## config.mk

```make
export PLATFORM = sky130hd
export DESIGN_NAME = cal_mode_sequencer
export DESIGN_NICKNAME = d
export VERILOG_FILES = /design/src/rtl/calseq_pkg.sv /design/src/rtl/calseq_path.sv /design/src/rtl/calseq_ctrl.sv /design/src/rtl/cal_mode_sequencer.sv
export SDC_FILE = /design/constraint.sdc
export NUM_CORES = 1
export LEC_CHECK = 0
export BUFFER_PORTS_ARGS = -buffer_cell sky130_fd_sc_hd__buf_2
export CAP_MARGIN = 15
export CORE_ASPECT_RATIO = 0.8
export CORE_MARGIN = 5
export CORE_UTILIZATION = 25
export CTS_CLUSTER_SIZE = 14
export DETAILED_ROUTE_END_ITERATION = 8
export PLACE_DENSITY = 0.47
export SLEW_MARGIN = 20
export SYNTH_ARGS = -nofsm -noshare
export SYNTH_HDL_FRONTEND = slang
export SYNTH_SLANG_ARGS = --single-unit
```

## constraint.sdc

```tcl
create_clock -name clk -period 1.95 [get_ports clk]
set_clock_uncertainty 0.05 [all_clocks]
set_input_delay 0.39 -clock clk [delete_from_list [all_inputs] [get_ports clk]]
set_output_delay 0.39 -clock clk [all_outputs]
set_load 0.02 [all_outputs]
```

## src/rtl/calseq_pkg.sv

```systemverilog
package calseq_pkg;

  localparam int MODE_W = 3;

  typedef enum logic [MODE_W-1:0] {
    MODE_NORMAL   = 3'b000,
    MODE_SELF     = 3'b001,
    MODE_SYS_ZERO = 3'b010,
    MODE_SYS_FULL = 3'b011,
    MODE_SYS_OFFS = 3'b100,
    MODE_BACKGND  = 3'b101,
    MODE_ACC_ZERO = 3'b110,
    MODE_ACC_FULL = 3'b111
  } mode_e;

  typedef enum logic [1:0] {
    KIND_CONV = 2'd0,
    KIND_ZERO = 2'd1,
    KIND_FULL = 2'd2
  } kind_e;

  typedef enum logic [1:0] {
    SRC_INPUT     = 2'd0,
    SRC_SHORTED   = 2'd1,
    SRC_REFERENCE = 2'd2
  } src_e;

  typedef enum logic [1:0] {
    REG_DATA      = 2'd0,
    REG_ZERO_COEF = 2'd1,
    REG_FULL_COEF = 2'd2
  } regsel_e;

  // control -> datapath strobes
  typedef struct packed {
    logic load;     // take a newly written mode, restart at step 0
    logic start;    // a step request is being raised this cycle
    logic advance;  // the pending step completed
  } strobe_t;

  // decoded description of the current step
  typedef struct packed {
    logic  runs;    // current mode produces measurement steps
    logic  last;    // this step ends the sequence (result ready)
    logic  clears;  // sequence end writes the mode back to normal
    kind_e kind;
    src_e  src;
  } step_t;

endpackage

```

## src/rtl/calseq_path.sv

```systemverilog
module calseq_path
  import calseq_pkg::*;
#(
  parameter int CHAN_W   = 1,
  parameter int BG_SLOTS = 6
) (
  input  logic                clk,
  input  logic                rstN,
  input  strobe_t             strb,
  input  logic [MODE_W-1:0]   wrMode,
  input  logic [CHAN_W-1:0]   chanSel,
  output step_t               step,
  output logic                wrRuns,
  output logic [CHAN_W-1:0]   chanLat,
  output regsel_e             regSel
);

  localparam int IDX_W = (BG_SLOTS > 2) ? $clog2(BG_SLOTS) : 1;
  localparam logic [IDX_W-1:0] BG_LAST = IDX_W'(BG_SLOTS - 1);

  mode_e            curMode;
  logic [IDX_W-1:0] stepIdx;

  // mode and step position
  always_ff @(posedge clk or negedge rstN) begin
    if (!rstN) begin
      curMode <= MODE_NORMAL;
      stepIdx <= '0;
    end else if (strb.load) begin
      curMode <= mode_e'(wrMode);
      stepIdx <= '0;
    end else if (strb.advance) begin
      if (step.last) begin
        stepIdx <= '0;
        if (step.clears) curMode <= MODE_NORMAL;
      end else begin
        stepIdx <= stepIdx + 1'b1;
      end
    end
  end

  // channel captured when a request rises
  always_ff @(posedge clk or negedge rstN) begin
    if (!rstN)           chanLat <= '0;
    else if (strb.start) chanLat <= chanSel;
  end

  // step decode
  always_comb begin
    step.runs   = 1'b1;
    step.last   = 1'b1;
    step.clears = 1'b1;
    step.kind   = KIND_CONV;
    step.src    = SRC_INPUT;
    unique case (curMode)
      MODE_NORMAL: begin
        step.clears = 1'b0;
      end
      MODE_SELF: begin
        if (stepIdx == '0) begin
          step.last = 1'b0;
          step.kind = KIND_ZERO;
          step.src  = SRC_SHORTED;
        end else begin
          step.kind = KIND_FULL;
          step.src  = SRC_REFERENCE;
        end
      end
      MODE_SYS_ZERO: begin
        step.kind = KIND_ZERO;
      end
      MODE_SYS_FULL: begin
        step.kind = KIND_FULL;
      end
      MODE_SYS_OFFS: begin
        if (stepIdx == '0) begin
          step.last = 1'b0;
          step.kind = KIND_ZERO;
        end else begin
          step.kind = KIND_FULL;
          step.src  = SRC_REFERENCE;
        end
      end
      MODE_BACKGND: begin
        step.clears = 1'b0;
        if (stepIdx != BG_LAST) begin
          step.last = 1'b0;
          if (stepIdx[0] == 1'b0) begin
            step.kind = KIND_ZERO;
            step.src  = SRC_SHORTED;
          end else begin
            step.kind = KIND_FULL;
            step.src  = SRC_REFERENCE;
          end
        end
      end
      default: begin
        step.runs   = 1'b0;
        step.last   = 1'b0;
        step.clears = 1'b0;
      end
    endcase
  end

  // register steering for the address-high port
  always_comb begin
    unique case (curMode)
      MODE_ACC_ZERO: regSel = REG_ZERO_COEF;
      MODE_ACC_FULL: regSel = REG_FULL_COEF;
      default:       regSel = REG_DATA;
    endcase
  end

  // does a written code start a sequence
  always_comb begin
    wrRuns = !((wrMode == MODE_ACC_ZERO) || (wrMode == MODE_ACC_FULL));
  end

endmodule

```

## src/rtl/calseq_ctrl.sv

```systemverilog
module calseq_ctrl
  import calseq_pkg::*;
(
  input  logic    clk,
  input  logic    rstN,
  input  logic    modeWrEn,
  input  logic    wrRuns,
  input  logic    readStrobe,
  input  logic    measDone,
  input  logic    stepRuns,
  input  logic    stepLast,
  input  logic    stepClears,
  output strobe_t strb,
  output logic    measReq,
  output logic    readyN,
  output logic    modeClear
);

  typedef enum logic {ST_IDLE, ST_BUSY} state_e;
  state_e state;

  always_comb begin
    strb.load    = modeWrEn;
    strb.start   = !modeWrEn && (state == ST_IDLE) && stepRuns;
    strb.advance = !modeWrEn && (state == ST_BUSY) && measDone;
  end

  always_ff @(posedge clk or negedge rstN) begin
    if (!rstN)             state <= ST_IDLE;
    else if (strb.load)    state <= ST_IDLE;
    else if (strb.start)   state <= ST_BUSY;
    else if (strb.advance) state <= ST_IDLE;
  end

  assign measReq = (state == ST_BUSY);

  always_ff @(posedge clk or negedge rstN) begin
    if (!rstN) begin
      readyN    <= 1'b1;
      modeClear <= 1'b0;
    end else begin
      modeClear <= strb.advance && stepLast && stepClears;
      if (strb.advance && stepLast)                 readyN <= 1'b0;
      else if ((strb.load && wrRuns) || readStrobe) readyN <= 1'b1;
    end
  end

endmodule

```

## src/rtl/cal_mode_sequencer.sv

```systemverilog
module cal_mode_sequencer
  import calseq_pkg::*;
#(
  parameter int CHAN_W   = 1,
  parameter int BG_SLOTS = 6
) (
  input  logic              clk,
  input  logic              rstN,
  input  logic              modeWrEn,
  input  logic [2:0]        modeWrData,
  input  logic [CHAN_W-1:0] chanSel,
  input  logic              readStrobe,
  input  logic              measDone,
  output logic              measReq,
  output logic [1:0]        measKind,
  output logic [1:0]        measSrc,
  output logic [CHAN_W-1:0] measChan,
  output logic              readyN,
  output logic              modeClear,
  output logic [1:0]        regSel
);

  strobe_t strb;
  step_t   step;
  logic    wrRuns;
  regsel_e regSelE;

  calseq_ctrl u_ctrl (
    .clk        (clk),
    .rstN       (rstN),
    .modeWrEn   (modeWrEn),
    .wrRuns     (wrRuns),
    .readStrobe (readStrobe),
    .measDone   (measDone),
    .stepRuns   (step.runs),
    .stepLast   (step.last),
    .stepClears (step.clears),
    .strb       (strb),
    .measReq    (measReq),
    .readyN     (readyN),
    .modeClear  (modeClear)
  );

  calseq_path #(.CHAN_W(CHAN_W), .BG_SLOTS(BG_SLOTS)) u_path (
    .clk     (clk),
    .rstN    (rstN),
    .strb    (strb),
    .wrMode  (modeWrData),
    .chanSel (chanSel),
    .step    (step),
    .wrRuns  (wrRuns),
    .chanLat (measChan),
    .regSel  (regSelE)
  );

  assign measKind = step.kind;
  assign measSrc  = step.src;
  assign regSel   = regSelE;

endmodule

```

### Yosys cells after proc, flatten, opt, wreduce, memory -nomap -nowiden

Index checks and enable logic that the tools add are counted.
Widths: inputs -> output; s select.

| word-level totals | value |
|---|---|
| bits in read-only memories | 0 |
| word-level logic and storage cells | 66 |
| memories kept | 0 |
| bits of input ports | 9 |
| bits in latches | 0 |
| RAM bits | 0 |
| register bits after elaboration | 10 |
| output and inout bits | 10 |

| cells by class | value |
|---|---|
| eq/ne operators | 10 |
| mux-type cells | 25 |
| divide/modulo/power cells | 0 |
| $mul | 0 |
| $add $sub $neg | 1 |
| $lt $le $gt $ge | 0 |
| shifts and indexed selects | 0 |
| reductions and logical operators | 23 |
| bitwise operators | 1 |

Operators by type and width:

| cell | number |
|---|---|
| $mux 3 | 7 |
| $eq 3x3->1 const B | 6 |
| $mux 4 | 3 |
| $pmux 2 s5 | 1 |
| $mux 1 | 9 |
| $reduce_bool 2->1 | 4 |
| $logic_and 1x1->1 | 7 |
| $eq 3x2->1 const B | 2 |
| $logic_not 3->1 | 2 |
| $pmux 2 s3 | 1 |
| $reduce_or 6->1 | 1 |
| $mux 2 | 2 |
| $pmux 2 s2 | 1 |
| $reduce_or 4->1 | 1 |
| $add 3x1->3 const B | 1 |
| $eq 3x1->1 const B | 1 |
| $ne 3x3->1 const B | 1 |
| $pmux 1 s3 | 1 |
| $reduce_and 3->1 | 1 |
| $reduce_bool 3->1 | 1 |
| $reduce_or 3->1 | 1 |
| $logic_not 1->1 | 2 |
| $logic_or 1x1->1 | 2 |
| $reduce_or 2->1 | 1 |
| $not 1->1 | 1 |

### Longest topological paths before layout

| logic depth | value |
|---|---|
| depth after elaboration | 7 |
| depth in mapped cells | 6 |
| gate-level depth less buffers | 6 |

### Modules after synthesis

Synthesis repeated with hierarchy kept, for this count alone.

| unflattened totals | value |
|---|---|
| cells, all modules | 72 |
| area, all modules | 699.4 um^2 |

Modules (own cells, without submodules):

| module | area an instance (um^2) | sequential area each (um^2) | cells an instance | times used |
|---|---|---|---|---|
| calseq_path | 569.3 | 175.2 | 61 | 1 |
| calseq_ctrl | 130.1 | 76.3 | 11 | 1 |

### Worst setup path before layout

No wires, ideal clock.

| timing | value |
|---|---|
| kind | register -> output |
| from | register u_path.stepIdx[0] |
| to | output measKind[0] |
| stages on the path, launching flop included | 6 |
| arrival time | 1,485 ps |
| path slack | 25 ps |
| path buffers | 0 |
| required time | 1,510 ps |
| cell sequence | dfrtp_1 -> ha_1 -> a21boi_0 -> and2_1 -> a32oi_1 -> o22ai_1 |

| between the ends | value |
|---|---|
| word-level cells in the longest chain between the ends | 3 |
| elaborated cells on any way between the ends | 7 |
| those cells by class | eq/ne: 1; mux: 5; reduce/logical: 1 |

Ends and longest elaborated chain:

| element | line | source |
|---|---|---|
| from (decl) | calseq_path.sv:22 | `logic [IDX_W-1:0] stepIdx;` |
| from (signal assigned) | calseq_path.sv:37 | `stepIdx <= stepIdx + 1'b1;` |
| $ne 3x3->1 (tied with other cells) | calseq_path.sv:86 | `if (stepIdx != BG_LAST) begin` |
| $mux 4 (tied with other cells) | calseq_path.sv:86 |  |
| $pmux 2 s5 * | calseq_path.sv:55 | `unique case (curMode)` |
| to (decl) | cal_mode_sequencer.sv:15 | `output logic [1:0] measKind,` |

Every way passes the cells marked *; elsewhere a longest branch is shown, timed or not.

### Worst setup path in the final report

| timing | value |
|---|---|
| from | register u_path.stepIdx[0] |
| to | output measKind[1] |

Same word-level chain as after synthesis.

==> results.md <==
- In this run, placement finished with an instance count of 128.
- The flow ran to the end, but the final reports show violations.
- The tree is rooted in a clkbuf_4.
- Setup repair after global routing could not meet its margin everywhere.
- The number of standard cells after synthesis is 71.
- The share of the synthesized area in the top cell type is 32.3%.
- Counting the fill cells in the layout gives 298.
- The cell at the slowest stage of the critical path is dfrtp_1.
- The signal on the critical path passes through buf_6, inv_4, ha_4, nand2b_4, buf_4, a32o_2, buf_6.
- 0 antenna diodes ended up in the layout.
- The final HPWL from detailed placement is ~1200 um.
- Buffers inserted during clock tree synthesis total 3.
- The most numerous cell on the critical path is buf_6.
- The congestion estimate from routability-driven global placement came to 0.723.
- The floorplan has 17 rows.
- The number of endpoints with negative hold slack in the final report is 0.
- The library cell occupying the most area in the post-synthesis netlist is dfrtp_1.
- Leaving out fill and tap cells, the most frequent cells in the layout are buf_2, buf_4, dfrtp_1, nor2_1, buf_6.
- The portion of total power attributed to combinational logic is approximately two fifths.
- Across the VDD grid, the largest voltage drop is 0.230 mV.
- The worst setup slack after layout is -0.0963 ns.
- The die covers a little under 0.004 sq mm.
- The library cell used most frequently in the layout, excluding fill and tap cells, is buf_2.
- Measured along the x axis, the die boundary spans 69.0 um.
- The number of buffer cells added on primary ports is 18.
- The clock tree from TritonCTS is built.
- No sink is reached through more buffers than the 2 on the longest clock path.
- For the worst setup path, the data arrival time is 1.61 ns.
- The final net count is approximately 110.
- The nature of the critical path startpoint is a flip-flop.
- The average detailed-routed wire length per instance is 12.4 um.
- For this configuration, the core starts out at a cell density of 25.6%.
- The cell area after placement is 837 sq um.
- At the pin with the least slew margin, the transition time is 0.386 ns.
- 19 I/O pins were placed.
- The worst setup path is captured at an output port.
- The height of the chip is 57.2 um.
- The number of vias per cell is around 4.7.
- In this run the static leakage power is 0.000453 uW.
- The worst pin sits at a relative slew slack of between 70% and 80%.
- The checks that failed: setup timing.
- The post-route fraction of the period consumed by the critical path is 105%.
- Sequential cells were found to cover 36.1% of the synthesized design area.
- The worst hold path stage count is 2.
- The critical path is of the flip-flop to output port type.
- In this run, distinct cell masters in the synthesized netlist total 36.
- Summed over all layers, the routed wires come to 1710 um.
- The analysis attributes to net switching a power of 231 uW.
- Net switching is 34.4% of the power.
- The most used flip-flop cell after synthesis is dfrtp_1.
- The smallest hold slack is between 0.2 and 0.3 ns.
- The setup violation total in the final timing report is 3.
- In this run, the number of DRC markers left after iteration 0 of detailed routing was 24.
- Counting flops with an async set or reset pin after synthesis yields a share of 100%.
- The routed design could run at a clock period as short as 2.05 ns.
- The utilization of the core after routing is 37.0%.
- The worst register-to-register path has a depth of 8.
- In this run the remaining antenna-violating nets after routing total 0.
- The via count of the first global-routing pass is 622.
- The number of buffers and inverters on the critical path is 4.
- Cells with a size suffix above 1 make up approximately 52% of the layout.
- The final cell count without fillers is 138.
- The global routing usage summed across all routing layers is 8.65%.
- The detailed-route via count is 643.
- The number of H-tree levels is 1.
- For the worst setup path, the data required time is about 1.5 ns.
- The mean cell area of the mapped netlist is 9.82 sq um.
- Counting flops with a built-in enable in the synthesized netlist gives 0.
- The largest fanout on the critical path is 3.
- The highest clock rate is 489 MHz.
- The growth of design area from synthesis to finish is 44.7%.
- The register clock-pin slew on the reported worst setup and hold paths is 0.07 ns.
- The internal portion of the total power is 442 uW.
- The path class of the lowest-slack min-delay path is input pin to flip-flop.
- The max-cap violation count is 0.
- Clock tree synthesis found a total of 10 sinks.
- The max-slew violation count is 0.
- The number of optimization iterations in the first detailed-route pass is 2.
- In this run, synthesis produced a sequential element count of 10.
- Among cell families on the critical path, the largest total delay comes from buffers and inverters.
- The critical path runs through a total of 7 cells.
- The clock network accounts for 22.0% of the total power.
- The placeable core area is 0.00272 sq mm.
- The clock latency of the later-clocked register in the worst-skew pair is 0.26 ns.
- The first-pass GRT wire length is between 2000 and 3000 um.
- The leftover overflow at the end of global routing is 0.
- The delay of the slowest cell on the worst path is 0.42 ns.
- The number of antenna violations at the first check in global routing is 0.
- Yosys attributes the largest share of cell area to dfrtp_1, ha_1, mux2i_1.
- For this run, design rule violations remaining after detail routing come to 0.
- The pin count of the biggest net entering global routing is 14.
- The area of all placed cells without fillers is 0.00101 sq mm.
- The cell area that synthesis handed to floorplanning was ~700 sq um.
- Yosys printed 0 warnings.
- The synthesized netlist net count is between 80 and 90.
- The part of the power in registers is a little under two fifths.
- The power density over cell area is 668 mW/mm^2.
==> path summary, 6_finish.rpt <==
path,startpoint,end,slack (ns)
max reg2reg,u_path.stepIdx[0]$_DFFE_PN0P_,u_path.stepIdx[1]$_DFFE_PN0P_,0.25
min in group asynchronous,rstN,u_ctrl.measReq$_DFFE_PN0P_,0.46
min reg2reg,u_path.chanLat$_DFFE_PN0P_,u_path.chanLat$_DFFE_PN0P_,0.45
max,u_path.stepIdx[0]$_DFFE_PN0P_,measKind[1],-0.1
max in group asynchronous,rstN,u_ctrl.readyN$_DFFE_PN1P_,1.13
min,measDone,u_ctrl.measReq$_DFFE_PN0P_,0.28
==> cell usage after synthesis, types with 2 or more instances <==
| cell | instances |
|---|---|
| dfrtp_1 | 9 |
| nor2_1 | 7 |
| inv_1 | 4 |
| a211oi_1 | 3 |
| a31oi_1 | 3 |
| ha_1 | 3 |
| mux2i_1 | 3 |
| nand2_1 | 3 |
| a21oi_1 | 2 |
| a32oi_1 | 2 |
| buf_2 | 2 |
| nand2b_1 | 2 |
| nand3b_1 | 2 |
| o21a_1 | 2 |
| o21ai_0 | 2 |
| o22ai_1 | 2 |
==> metrics by stage <==
| stage | setup WS [ns] | setup TNS [ns] | power [uW] |
|---|---|---|---|
| floorplan | 0.0252 | 0 | 402 |
| finish | -0.0963 | -0.229 | 674 |
| CTS | -0.109 | -0.300 | 647 |
| global route | -0.173 | -0.567 | 718 |
| detailed placement | 0.0391 | 0 | 468 |
| global placement | 0.0687 | 0 | 468 |
==> sequential cells by signal (all words and copies together) (netlist names) <==
name / flops
u_path.chanLat: 1
u_ctrl.measReq: 1
u_ctrl.readyN: 1
u_path.curMode: 3
u_ctrl.modeClear: 1
u_path.stepIdx: 3
==> worst reg2reg max path, stage by stage, from the launching register on <==
cell and delay, ns:
dfrtp_1 0.42, buf_6 0.14, inv_4 0.05, ha_4 0.15, buf_6 0.10, o21a_1 0.10
a21oi_1 0.05, o21a_4 0.23, o41ai_2 0.30
==> power groups by stage <==
| stage | Clock (uW) | Combinational [uW] | Sequential [uW] |
|---|---|---|---|
| global placement | 0 | 214 | 254 |
| detailed placement | 0 | 215 | 254 |
| floorplan | 0 | 149 | 253 |
| global route | 163 | 297 | 257 |
| finish | 148 | 273 | 253 |
| CTS | 156 | 240 | 250 |
==> cell type report <==
type	instances	area, sq um	share of cell area (%)
multi-input combinational	53	460	45.7
sequential	10	253	25.1
timing repair buffer	29	204	20.2
tap	38	47.5	4.71
clock buffer	4	26.3	2.61
inverter	4	17.5	1.74
==> routing by layer <==
layer  global-route usage [%]  vias up  part of all wire [%]
li1                         -      321                     -
met1                     11.8      311                    49
met2                     12.6       11                    46
met3                     2.29        0                   4.7
met4                     4.18        0                     0
met5                        0        -                     0
==> kinds of logic after synthesis <==
logic type / after synthesis / share of synthesized area (%)
fa+ha+maj: 3 / 5.39
simple gates: 22 / 18.0
mux: 4 / 5.92
compound gates: 22 / 25.0
flops: 10 / 36.1
xor+xnor: 2 / 2.51
buf+inv: 8 / 7.18
==> timing repair <==
item / 4_1_cts / 5_1_grt
pin swaps: 5 / 9
endpoints found under the setup margin: 4 / 4
hold endpoints to repair: 9 / 0
hold buffers: 1 / 0
resized for setup: 14 / 13
buffers inserted: 3 / 2
Power figures use the tool's default switching activity.
